--- src/rtl/mpwm_pkg.sv ---
package mpwm_pkg;
  localparam int PAIRS  = 3;
  localparam int RATE_W = 2;
  localparam int PS_W   = 2;

  typedef struct packed {
    logic [RATE_W-1:0] rate;
    logic [PS_W-1:0]   presc;
    logic              indep;
    logic [PAIRS-1:0]  pol;
  } ctl_t;

  localparam int CTL_W = $bits(ctl_t);
endpackage

--- src/rtl/mpwm_tick_gen.sv ---
module mpwm_tick_gen #(
  parameter int PS_W = 2
) (
  input  logic            clk,
  input  logic            rst_n,
  input  logic            sel_ext,
  input  logic            ext_in,
  input  logic [PS_W-1:0] ps_act,
  output logic            cnt_tick
);
  localparam int PRE_W = (1 << PS_W) - 1;

  logic [2:0]       sync_q;
  logic [PRE_W-1:0] pre_q;
  logic             ext_rise;
  logic             raw_tick;
  logic [PRE_W-1:0] pre_lim;

  always_ff @(posedge clk or negedge rst_n) begin
    if (!rst_n) sync_q <= '0;
    else        sync_q <= {sync_q[1:0], ext_in};
  end

  assign ext_rise = sync_q[1] & ~sync_q[2];
  assign raw_tick = sel_ext ? ext_rise : 1'b1;
  assign pre_lim  = PRE_W'((1 << ps_act) - 1);
  assign cnt_tick = raw_tick && (pre_q >= pre_lim);

  always_ff @(posedge clk or negedge rst_n) begin
    if (!rst_n)        pre_q <= '0;
    else if (raw_tick) pre_q <= cnt_tick ? '0 : pre_q + 1'b1;
  end

  // an external edge never yields two ticks in a row
  p_ext_tick_gap_r11: assert property (@(posedge clk) disable iff (!rst_n)
    (sel_ext && cnt_tick) |=> (!sel_ext || !cnt_tick));

  // a divided tick is never followed at once by another one
  p_div_gap_r5: assert property (@(posedge clk) disable iff (!rst_n)
    (ps_act != '0 && cnt_tick) |=> (!cnt_tick || ps_act != $past(ps_act)));
endmodule

--- src/rtl/mpwm_period_ctr.sv ---
module mpwm_period_ctr #(
  parameter int CNT_W  = 8,
  parameter int RATE_W = 2
) (
  input  logic              clk,
  input  logic              rst_n,
  input  logic              cnt_tick,
  input  logic [CNT_W-1:0]  per_act,
  input  logic [RATE_W-1:0] rate_st,
  output logic [CNT_W-1:0]  cnt,
  output logic              period_end,
  output logic              reload_ev
);
  localparam int END_W = (1 << RATE_W) - 1;

  logic [RATE_W-1:0] rate_act;
  logic [END_W-1:0]  end_q;
  logic [END_W-1:0]  end_lim;

  assign end_lim    = END_W'((1 << rate_act) - 1);
  assign period_end = cnt_tick && (cnt == per_act);
  assign reload_ev  = period_end && (end_q >= end_lim);

  always_ff @(posedge clk or negedge rst_n) begin
    if (!rst_n)        cnt <= '0;
    else if (cnt_tick) cnt <= period_end ? '0 : cnt + 1'b1;
  end

  always_ff @(posedge clk or negedge rst_n) begin
    if (!rst_n) begin
      rate_act <= '0;
      end_q    <= '0;
    end else if (period_end) begin
      rate_act <= rate_st;
      end_q    <= reload_ev ? '0 : end_q + 1'b1;
    end
  end

  // the count never passes the active period
  p_cnt_range_r2: assert property (@(posedge clk) disable iff (!rst_n)
    cnt <= per_act);

  // a period end wraps the count
  p_wrap_r2: assert property (@(posedge clk) disable iff (!rst_n)
    period_end |=> (cnt == '0));

  // the reload rate only moves at a period end
  p_rate_commit_r4: assert property (@(posedge clk) disable iff (!rst_n)
    !$stable(rate_act) |-> $past(period_end));
endmodule

--- src/rtl/mpwm_out_stage.sv ---
module mpwm_out_stage #(
  parameter int CNT_W   = 8,
  parameter int N_PAIRS = 3
) (
  input  logic                            clk,
  input  logic                            rst_n,
  input  logic [CNT_W-1:0]                cnt,
  input  logic [2*N_PAIRS-1:0][CNT_W-1:0] duty,
  input  logic                            indep,
  input  logic [N_PAIRS-1:0]              pol,
  output logic [2*N_PAIRS-1:0]            pwm
);
  for (genvar k = 0; k < N_PAIRS; k++) begin : g_pair
    logic even_raw;
    logic odd_raw;
    assign even_raw     = cnt < duty[2*k];
    assign odd_raw      = indep ? (cnt < duty[2*k+1]) : ~even_raw;
    assign pwm[2*k]     = even_raw ^ pol[k];
    assign pwm[2*k+1]   = odd_raw ^ pol[k];

    // complementary pair outputs always differ
    p_comp_pair_r8: assert property (@(posedge clk) disable iff (!rst_n)
      !indep |-> (pwm[2*k+1] != pwm[2*k]));
  end
endmodule

--- src/rtl/mpwm_timer.sv ---
module mpwm_timer
  import mpwm_pkg::*;
#(
  parameter int CNT_W = 8
) (
  input  logic                 clk,
  input  logic                 rst_n,
  input  logic                 clk_sel,
  input  logic                 ext_clk_in,
  input  logic                 reg_wr_en,
  input  logic [2:0]           reg_addr,
  input  logic [CNT_W-1:0]     reg_wdata,
  output logic [CNT_W-1:0]     reg_rdata,
  output logic [2*PAIRS-1:0]   pwm_out,
  output logic                 reload_stb
);
  localparam int N_CH     = 2 * PAIRS;
  localparam int AW       = 3;
  localparam int PER_ADDR = N_CH + 1;

  ctl_t                        ctl_st;
  logic [N_CH-1:0][CNT_W-1:0]  duty_st, duty_act;
  logic [CNT_W-1:0]            per_st, per_act;
  logic [PS_W-1:0]             ps_act;
  logic                        cnt_tick;
  logic [CNT_W-1:0]            cnt;
  logic                        period_end;
  logic                        reload_ev;

  // staging registers written by the port
  always_ff @(posedge clk or negedge rst_n) begin
    if (!rst_n) begin
      ctl_st  <= '0;
      duty_st <= '0;
      per_st  <= '0;
    end else if (reg_wr_en) begin
      if (reg_addr == AW'(0))        ctl_st <= ctl_t'(reg_wdata[CTL_W-1:0]);
      if (reg_addr == AW'(PER_ADDR)) per_st <= reg_wdata;
      for (int c = 0; c < N_CH; c++)
        if (reg_addr == AW'(c + 1)) duty_st[c] <= reg_wdata;
    end
  end

  // commit at the reload event
  always_ff @(posedge clk or negedge rst_n) begin
    if (!rst_n) begin
      ps_act   <= '0;
      per_act  <= '0;
      duty_act <= '0;
    end else if (reload_ev) begin
      ps_act   <= ctl_st.presc;
      per_act  <= per_st;
      duty_act <= duty_st;
    end
  end

  always_comb begin
    reg_rdata = '0;
    if (reg_addr == AW'(0))        reg_rdata = CNT_W'(ctl_st);
    if (reg_addr == AW'(PER_ADDR)) reg_rdata = per_st;
    for (int c = 0; c < N_CH; c++)
      if (reg_addr == AW'(c + 1)) reg_rdata = duty_st[c];
  end

  mpwm_tick_gen #(.PS_W(PS_W)) u_tick (
    .clk      (clk),
    .rst_n    (rst_n),
    .sel_ext  (clk_sel),
    .ext_in   (ext_clk_in),
    .ps_act   (ps_act),
    .cnt_tick (cnt_tick)
  );

  mpwm_period_ctr #(.CNT_W(CNT_W), .RATE_W(RATE_W)) u_period (
    .clk        (clk),
    .rst_n      (rst_n),
    .cnt_tick   (cnt_tick),
    .per_act    (per_act),
    .rate_st    (ctl_st.rate),
    .cnt        (cnt),
    .period_end (period_end),
    .reload_ev  (reload_ev)
  );

  mpwm_out_stage #(.CNT_W(CNT_W), .N_PAIRS(PAIRS)) u_out (
    .clk   (clk),
    .rst_n (rst_n),
    .cnt   (cnt),
    .duty  (duty_act),
    .indep (ctl_st.indep),
    .pol   (ctl_st.pol),
    .pwm   (pwm_out)
  );

  assign reload_stb = reload_ev;

  // the prescaler only moves at a reload
  p_presc_commit_r6: assert property (@(posedge clk) disable iff (!rst_n)
    !$stable(ps_act) |-> $past(reload_ev));

  // duty values only move at a reload
  p_duty_commit_r12: assert property (@(posedge clk) disable iff (!rst_n)
    !$stable(duty_act) |-> $past(reload_ev));

  // the period only moves at a reload
  p_period_commit_r12: assert property (@(posedge clk) disable iff (!rst_n)
    !$stable(per_act) |-> $past(reload_ev));

  // a reload strobe only ends a period
  p_reload_end_r3: assert property (@(posedge clk) disable iff (!rst_n)
    reload_stb |=> (cnt == '0 || !$past(cnt_tick)));
endmodule

--- config.mk ---
export PLATFORM = sky130hd
export DESIGN_NAME = mpwm_timer
export DESIGN_NICKNAME = d
export VERILOG_FILES = /design/src/rtl/mpwm_pkg.sv /design/src/rtl/mpwm_tick_gen.sv /design/src/rtl/mpwm_period_ctr.sv /design/src/rtl/mpwm_out_stage.sv /design/src/rtl/mpwm_timer.sv
export SDC_FILE = /design/constraint.sdc
export NUM_CORES = 1
export LEC_CHECK = 0
export ABC_AREA = 1
export BUFFER_PORTS_ARGS = -buffer_cell sky130_fd_sc_hd__buf_2
export CAP_MARGIN = 20
export CORE_ASPECT_RATIO = 0.5
export CORE_MARGIN = 3
export CORE_UTILIZATION = 35
export DETAILED_ROUTE_END_ITERATION = 7
export HOLD_SLACK_MARGIN = 0.02
export PLACE_DENSITY = 0.64
export SETUP_SLACK_MARGIN = 0.2
export SYNTH_ARGS = -nofsm -noshare
export SYNTH_HDL_FRONTEND = slang
export SYNTH_SLANG_ARGS = --single-unit
--- constraint.sdc ---
create_clock -name clk -period 2.15 [get_ports clk]
set_input_delay 0.1075 -clock clk [delete_from_list [all_inputs] [get_ports clk]]
set_output_delay 0.1075 -clock clk [all_outputs]
set_load 0.01 [all_outputs]
; ---- Word-level counts from Yosys, hierarchy flattened
; Cells that the tools add are included.
[classes]
mux = 15
eq_ne = 8
shifts = 2
bitwise = 11
multipliers = 0
add_sub_neg = 5
order_cmp = 8
reduce_logical = 12
div_mod_pow = 0
[op_table]
columns = cell, count
row1 = $mux 8, 9
row2 = $lt 8x8->1, 6
row3 = $reduce_and 2->1, 8
row4 = $eq 3x3->1 const B, 4
row5 = $add 8x1->8 const B, 1
row6 = $eq 8x8->1, 1
row7 = $add 3x1->3 const B, 2
row8 = $eq 3x2->1 const B, 2
row9 = $ge 3x3->1, 2
row10 = $mux 3, 2
row11 = $shl 1x2->3 const A, 2
row12 = $sub 3x2->3 const B, 2
row13 = $xor 1x1->1, 6
row14 = $mux 1, 4
row15 = $not 1->1, 4
row16 = $eq 3x1->1 const B, 1
row17 = $logic_and 1x1->1, 3
row18 = $logic_not 3->1, 1
row19 = $and 1x1->1, 1
[totals]
elab_cells = 85
n_memories = 0
output_inout_bits = 15
ff_bits = 141
input_bits = 16
ram_bits = 0
latchBits = 0
mem_bits_ro = 0

; ---- Longest topological paths before layout
; Gate-level depths: netlist of the first run.
[logic_depth]
depth_word = 9
depth_mapped = 12
mapped_depth_nobuf = 12

; ---- Cells and area by module
; From an unflattened synthesis of the first run, not the netlist that was laid out.
[hier_totals]
cells_unflattened = 915
hier_area_um2 = 7827.5
[modules_own_cells]
columns = module, area_each_um2, cells_per_inst, instances, seq_area_each_um2
row1 = mpwm_timer, 5121.2, 496, 1, 3052.9
row2 = mpwm_out_stage, 1308.8, 219, 1, 0.0
row3 = mpwm_period_ctr, 1076.0, 162, 1, 325.3
row4 = mpwm_tick_gen, 321.6, 38, 1, 150.1

; ---- Worst setup path before layout of the first run
; No wires, ideal clock.
[synth_timing]
kind = register to register
start = register u_period.rate_act[1]
end = register duty_act[0] in the netlist's numbering
stages_incl_launch_ff = 12
slack_ns = 0.153
setup_ns = 0.067
arrival_ns = 1.930
synth_period_minus_slack_ns = 1.997
t_required_ns = 2.083
path_buffers = 2
path_cell_list = dfrtp_1 -> or2_2 -> ha_1 -> inv_1 -> nand2_1 -> a21o_1 -> nand2_1 -> nand2_1 -> buf_2 -> buf_1 -> nand4_1 -> nand2_1
[synth_between]
elab_chain_len = 4
[synth_lines]
columns = element, line_no
row1 = from (decl), mpwm_period_ctr.sv:16  ; logic [RATE_W-1:0] rate_act;
row2 = from (signal assigned), mpwm_period_ctr.sv:34  ; rate_act <= rate_st;
row3 = $shl 1x2->3, mpwm_period_ctr.sv:20  ; assign end_lim = END_W'((1 << rate_act) - 1);
row4 = $sub 3x2->3, mpwm_period_ctr.sv:20
row5 = $ge 3x3->1, mpwm_period_ctr.sv:22  ; assign reload_ev = period_end && (end_q >= end_lim);
row6 = $logic_and 1x1->1, mpwm_period_ctr.sv:22
row7 = to (signal assigned), mpwm_timer.sv:53  ; duty_act <= duty_st;
row8 = to (decl), mpwm_timer.sv:22  ; logic [N_CH-1:0][CNT_W-1:0] duty_st, duty_act;
; Every way passes these cells.
; A chain may end at the register's enable or synchronous reset.

; ---- Worst setup path in the final report of the first run
[layout_timing]
start = register u_period.cnt[5]
end = output pwm_out[5]
[layout_between]
elab_chain_len = 4
elab_cells_between_ends = 5
cone_classes = order compare: 2 / mux: 1 / bitwise: 2
[layout_lines]
columns = element, line_no
row1 = from (decl), mpwm_period_ctr.sv:10  ; output logic [CNT_W-1:0] cnt,
row2 = from (signal assigned), mpwm_period_ctr.sv:26  ; else if (cnt_tick) cnt <= period_end ? '0 : cnt + 1'b1;
row3 = $lt 8x8->1, mpwm_out_stage.sv:16  ; assign even_raw = cnt < duty[2*k];
row4 = $not 1->1, mpwm_out_stage.sv:17  ; assign odd_raw = indep ? (cnt < duty[2*k+1]) : ~even_raw;
row5 = $mux 1 *, mpwm_out_stage.sv:17
row6 = $xor 1x1->1 *, mpwm_out_stage.sv:19  ; assign pwm[2*k+1] = odd_raw ^ pol[k];
row7 = to (decl), mpwm_timer.sv:14  ; output logic [2*PAIRS-1:0] pwm_out,
; Mark *: on every way between the ends. The rest lies on a longest branch, timed or not.

==> results of run 1 <==
-- critical path, cell delays in order, from the launching register on --
cell     delay (ns)
dfrtp_2        0.56
ha_4           0.27
a21oi_1        0.17
o21a_1         0.25
nand3_2        0.12
nand2_1        0.10
nand2_1        0.07
nand2_1        0.09
buf_2          0.13
-- per-layer routing --
metal / vias up / share of wire (%)
met5: - / 0
met4: 0 / 3.9
met3: 108 / 9.8
met2: 422 / 45
met1: 3481 / 41
li1: 3281 / -
-- state kept, by name, summed over array words and instances, names as in the netlist --
signal and flops:
ctl_st 8, duty_act 48, duty_st 48, per_act 8, per_st 8, ps_act 2
u_period.cnt 8, u_period.end_q 3, u_period.rate_act 2, u_tick.pre_q 3, u_tick.sync_q 3
-- path summary, 6_finish.rpt --
kind                                               endpoint  slack, ns
max in group asynchronous           duty_st[12]$_DFFE_PN0P_       1.18
worst max-delay path                             pwm_out[5]      -0.15
worst min register to register   u_tick.sync_q[1]$_DFF_PN0_       0.35
worst min-delay path            u_tick.pre_q[0]$_DFFE_PN0P_       0.06
min in group asynchronous       u_tick.pre_q[1]$_DFFE_PN0P_       0.25
worst max register to register  u_period.cnt[3]$_DFFE_PN0N_      -0.06
-- cells in the final DEF (no fill, tap or decap), drive strengths merged --
master,count
clkinvlp,2
dfrtp,141
dlygate4sd3,2
xor2,8
o21a,6
or2,4
xnor2,9
clkinv,5
nor3,4
nand3b,2
nand4,71
o21ai,78
nand2,348
bufinv,1
a31o,1
ha,51
clkbuf,24
inv,111
a21oi,23
a21o,1
nor2,28
nand3,26
o211ai,1
buf,103
-- logic make-up (layout without fill, tap and decap cells) --
logic type,count (synthesis),after routing,synth area share (%)
adders and majority gates,51,51,8.47
and+or+nand+nor,482,483,27.6
xor gates and xnor gates,17,17,1.98
DFF,141,141,46.8
AOI/OAI and AO/OA,110,110,7.67
buffers and inverters,142,248,7.47
-- cells in the mapped netlist (2+ instances only) --
master,number
clkbuf_1,20
nor2_1,27
nand3b_1,2
nand2_1,347
or2_2,4
nand3_1,25
xor2_1,8
nand4_1,71
buf_2,15
a21oi_1,23
inv_1,98
inv_2,4
ha_1,51
xnor2_1,9
o21a_1,6
clkinv_1,2
dfrtp_1,141
nor3_4,2
nor3_1,2
o21ai_0,76
-- what timing repair did --
action / in CTS / in global routing
hold buffers: 2 / 0
pin swaps: 48 / 57
gates cloned: 13 / 10
endpoints found under the setup margin: 78 / 83
endpoints found under the hold margin: 64 / 0
resized for setup: 83 / 193
setup buffers: 25 / 13
-- area by class of cell --
| type | instances | area, µm² | area share, % |
|---|---|---|---|
| clock buffers | 17 | 425 | 4.00 |
| flip-flops and latches | 141 | 3540 | 33.2 |
| multi-input cells | 661 | 4350 | 40.9 |
| clock inverters | 15 | 153 | 1.43 |
| repair buffers | 112 | 1440 | 13.5 |
| well taps | 273 | 342 | 3.21 |
| inverters | 104 | 398 | 3.74 |
-- power by group through the flow --
stage | registers, mW | logic [mW] | clock network (mW)
2_1_floorplan | 3.27 | 1.36 | 0
3_3_place_gp | 3.34 | 2.03 | 0
3_5_place_dp | 3.34 | 2.10 | 0
4_1_cts | 3.30 | 2.78 | 2.95
5_1_grt | 3.38 | 3.62 | 3.06
6_report | 3.35 | 3.32 | 2.94
-- through the flow --
step	instance area [µm²]	TNS, ns
after floorplan	7530	0
after global placement	8070	0
after detailed placement	8070	0
after CTS	9660	-0.149
after global routing	10600	-3.16
final	10600	-0.651
==> flow_summary.yaml, run 1 <==
detailed_routing:
  routed_wl_um: 27400
  detail_route.first_pass.iterations: 5
  via_per_inst: 5.51
  avgRoutedWirePerCell_um: 20.7
  drtAntennaViolNets: 0
  drt_iter0_drc: 799
  drc: 0
  via_count: 7292
outcome:
  status: "finished with violations"
  violations: "setup timing"
floorplanning:
  die_height_um: 110
  rows: 37
  die_area_mm2: 0.0234
  initial_core_util_pct: 36.2
  core_area_mm2: 0.0208
  dieWidth_um: 213
  num_io_pins: 31
min_path:
  hold_class: "in -> reg"
  whs_path_depth: 3
  min-delay-start: "clk_sel"
grt:
  grt_pass1_wl_um: 38000
  grtUsageMet3_pct: 5.25
  busiest_layer: "met2"
  use_met1_pct: 28.7
  met2_usage_pct: 33.3
  grt_max_degree: 68
  grt.total_usage_pct: 21.4
  antenna_found_initial: 0
  grt_pass1_vias: 6879
  overflow: 0
synth:
  yosysSeqAreaShare_pct: 46.8
  synthCells: 943
  async_flop_share_pct: 100
  synth.area.top_cells: "dfrtp_1 (47%), nand2_1 (17%), ha_1 (8.5%)"
  synth_edf_count: 0
  ys_warn_count: 0
  synth-seq-cells: 141
  synth_area_mm2: 0.00753
  synth-main-ff-cell: "dfrtp_1"
  synth_top_area_share_pct: 46.8
  syn_nets: 1010
  synthDistinctLibCells: 30
  synth_top_area_cell: "dfrtp_1"
  syn_avg_cell_area_um2: 7.99
clock_network:
  path_clk_slew_ns: 0.06
  clk_latency_ns: 0.44
  numCtsBuffers: 17
  cts_max_level: 4
  cts_tree: "built"
  clock-sinks: 141
  clockRootBuffer: "clkbuf_16"
  clockBufferDepth: 2
power_and_ir_drop:
  seqPwrFrac_pct: 34.9
  p_comb_share_pct: 34.5
  sw_frac_of_total_pct: 36.5
  power.density_mw_per_mm2: 902
  finalPower_mw: 9.61
  p_leak_nw: 5.09
  peakVddDrop_uv: 602
  power.clock.fraction_pct: 30.6
  intPower_mw: 6.10
  p_switching_mw: 3.50
critical_path:
  critical_path_arrival_ns: 2.19
  r2r_cells: 14
  critPathKind: "reg -> out"
  r2r-start: "ps_act[0]$_DFFE_PN0P_"
  cp_max_fo: 8
  worstPathRequired_ns: 2.04
  crit_path_start_kind: "flip-flop"
  endpoint_kind: "primary output"
  cp-startpoint: "u_period.cnt[5]$_DFFE_PN0N_"
placement:
  dp_hpwl_um: 14100
  dp_cells: 1228
  io_buffers: 30
  routabilityCongestion: 0.847
  dp_slack_ns: 0.0505
layout:
  drive_gt1_share_pct: 30.9
  final_cells: 1323
  fillers: 1795
  diodes: 0
  fin_util_pct: 51.1
  area_growth_pct: 41.3
  final_nets: 1104
timing:
  rsz0062_at_grt: "true"
  setup_ws_ns: -0.152
  fin_skew_ns: 0.0103
  max-slew-margin-rel_pct: 55.0
  whs_ns: 0.0583
  setup_violations: 9
  tightest_slew_ns: 0.675
  clock.fmax_mhz: 434
  fin_crit_sh_pct: 107
  min_period_ns: 2.30
  timing_hold_violations_final: 0
  final_max_slew_viol_count: 0
run:
  maxCapViolCount: 0
Power figures use the tool's default switching activity.
==> run 2, diff against run 1 <==
--- a/config.mk
+++ b/config.mk
@@ -9,8 +9,8 @@
 export BUFFER_PORTS_ARGS = -buffer_cell sky130_fd_sc_hd__buf_2
 export CAP_MARGIN = 20
 export CORE_ASPECT_RATIO = 0.5
-export CORE_MARGIN = 3
 export CORE_UTILIZATION = 35
+export CTS_CLUSTER_SIZE = 24
 export DETAILED_ROUTE_END_ITERATION = 7
 export HOLD_SLACK_MARGIN = 0.02
 export PLACE_DENSITY = 0.64
==> run 2 against run 1 <==
Highest routed layer unchanged. Via count is 4.7% lower. First-iteration DRC count fell by 23%. Clock power barely moved. The flow still finishes with violations (setup timing). Largest power group unchanged. Fmax grew 4.4%. Utilization shrank 3.2 points. Combinational power barely moved. Clock-buffer cell count increased by 1. Sequential cell count unchanged. Routed wire length down 10%.
==> flow_summary.yaml, run 2 (synthesis gave the netlist of run 1 again) <==
outcome:
  status: "finished with violations"
  violations: "setup timing"
clock_network:
  clockRootBuffer: "clkbuf_16"
  clockBufferDepth: 2
  clock-sinks: 141
  path_clk_slew_ns: 0.06
  clk_latency_ns: 0.43
  numCtsBuffers: 17
  cts_max_level: 4
  cts_tree: "built"
critical_path:
  crit_path_start_kind: "flip-flop"
  r2r-start: "ps_act[1]$_DFFE_PN0P_"
  slowest_stage: "dfrtp_1"
  cp_max_fo: 2
  critical_path_arrival_ns: 2.10
  critPathKind: "reg -> out"
  path_cells: "or2_4, ha_4, nand3_2, o211ai_1, nand2_1, inv_2, nand3_4, buf_12, clkinv_4, buf_6"
  worstPathRequired_ns: 2.04
  endpoint_kind: "primary output"
  max_stage_delay_ns: 0.40
  cp-startpoint: "ps_act[1]$_DFFE_PN0P_"
  crit_buf_inv: 4
  path_delay_family: "simple AND/OR/NAND/NOR gates"
timing:
  clock.fmax_mhz: 454
  setup_ws_ns: -0.0545
  rsz0062_at_grt: "true"
  tightest_slew_ns: 0.591
  min_period_ns: 2.20
  max-slew-margin-rel_pct: 60.6
  timing_hold_violations_final: 0
  fin_crit_sh_pct: 103
  fin_skew_ns: 0.0105
  final_max_slew_viol_count: 0
  setup_violations: 6
detailed_routing:
  drc: 0
  avgRoutedWirePerCell_um: 18.7
  drt_iter0_drc: 619
  detail_route.first_pass.iterations: 5
  via_per_inst: 5.29
  routed_wl_um: 24600
  drtAntennaViolNets: 0
  via_count: 6947
min_path:
  min-delay-start: "clk_sel"
  hold_class: "in -> reg"
floorplanning:
  die_height_um: 106
  dieWidth_um: 209
  rows: 37
  num_io_pins: 31
  core_area_mm2: 0.0208
  die_area_mm2: 0.0222
  initial_core_util_pct: 36.2
placement:
  dp_hpwl_um: 15000
  io_buffers: 30
  routabilityCongestion: 0.885
  place_area_mm2: 0.00815
grt:
  grt_pass1_wl_um: 35800
  antenna_found_initial: 0
  grt_pass1_vias: 6578
  grt_max_degree: 63
  overflow: 0
  grt.total_usage_pct: 21.1
power_and_ir_drop:
  power.density_mw_per_mm2: 956
  finalPower_mw: 9.53
  p_leak_nw: 4.89
  peakVddDrop_uv: 580
layout:
  top_regs: "duty_act (48), duty_st (48)"
  drive_gt1_share_pct: 23.8
  diodes: 0
  area_growth_pct: 32.3
  layout_commonest_cell: "nand2_1"
  final_nets: 1094
  final_cell_mix: "nand2_1 (308), dfrtp_1 (138), inv_1 (93), o21ai_0 (75), nand4_1 (71)"
  fin_area_mm2: 0.00997
run:
  maxCapViolCount: 0
[run 2: cell count changes in the layout (fill, tap and decap cells not counted), sizes merged]
cell	before	now
buf	103	94
inv	111	113
bufinv	1	0
clkbuf	24	25
clkinv	5	4
clkinvlp	2	1
nand2	348	347
[run 2: power by group]
group          leakage, nW  switching [mW]  internal, mW  total [mW]
combinational         2.75            1.82          1.47        3.30
clock                0.284            1.35          1.58        2.93
sequential            1.85           0.328          2.97        3.30
total                 4.89            3.51          6.02        9.53
[run 2: path summary, 6_finish.rpt]
| check | endpoint | slack [ns] | depth (start not counted) |
|---|---|---|---|
| min in group asynchronous | duty_st[22]$_DFFE_PN0P_ | 0.23 | 2 |
| max | reload_stb | -0.05 | 10 |
| min reg2reg | u_tick.sync_q[1]$_DFF_PN0_ | 0.35 | 0 |
| min | u_tick.pre_q[1]$_DFFE_PN0P_ | 0.06 | 3 |
| max in group asynchronous | u_period.cnt[4]$_DFFE_PN0N_ | 1.22 | 3 |
| max reg2reg | u_period.cnt[5]$_DFFE_PN0N_ | -0.04 | 13 |
[run 2: what timing repair did]
action                                  CTS  global route
gates cloned                              2             9
resized for setup                        78            68
endpoints found under the hold margin    58             0
hold buffers                              2             0
pin swaps                                40            77
buffers inserted                         18            12
endpoints found under the setup margin   77            81
[run 2: cell type report]
| class | count | area (µm²) |
|---|---|---|
| Fill cell | 1902 | 10900 |
| Tap cell | 273 | 342 |
| Clock buffer | 18 | 439 |
| Sequential cell | 141 | 3530 |
| Clock inverter | 14 | 136 |
| Inverter | 104 | 397 |
| Timing Repair Buffer | 103 | 1090 |
| Multi-Input combinational cell | 660 | 4040 |
[run 2: through the flow]
stage,util [%],setup WS [ns],hold slack [ns],setup TNS [ns],instances
6_report,47.8,-0.0545,0.0613,-0.187,1313
5_1_grt,47.8,-0.152,0.0868,-4.92,1313
4_1_cts,45.2,-0.0110,0.0415,-0.0110,1292
3_5_place_dp,39.1,0.0962,0.137,0,1238
3_3_place_gp,39.1,0.152,0.137,0,1238
2_1_floorplan,-,0.241,-0.188,0,943
[run 2: tightest hold or removal path, stage by stage]
cell	delay [ns]
buf_2	0.11
o21ai_2	0.13
o21ai_0	0.09
[run 2: layer usage]
| metal | wire length (µm) | track usage, % | vias up | share of wire, % |
|---|---|---|---|---|
| met5 | 0 | 0 | - | 0 |
| li1 | - | - | 3250 | - |
| met2 | 11000 | 33.7 | 300 | 45 |
| met3 | 1980 | 4.53 | 71 | 8.0 |
| met1 | 10700 | 28.8 | 3326 | 44 |
| met4 | 884 | 6.31 | 0 | 3.6 |
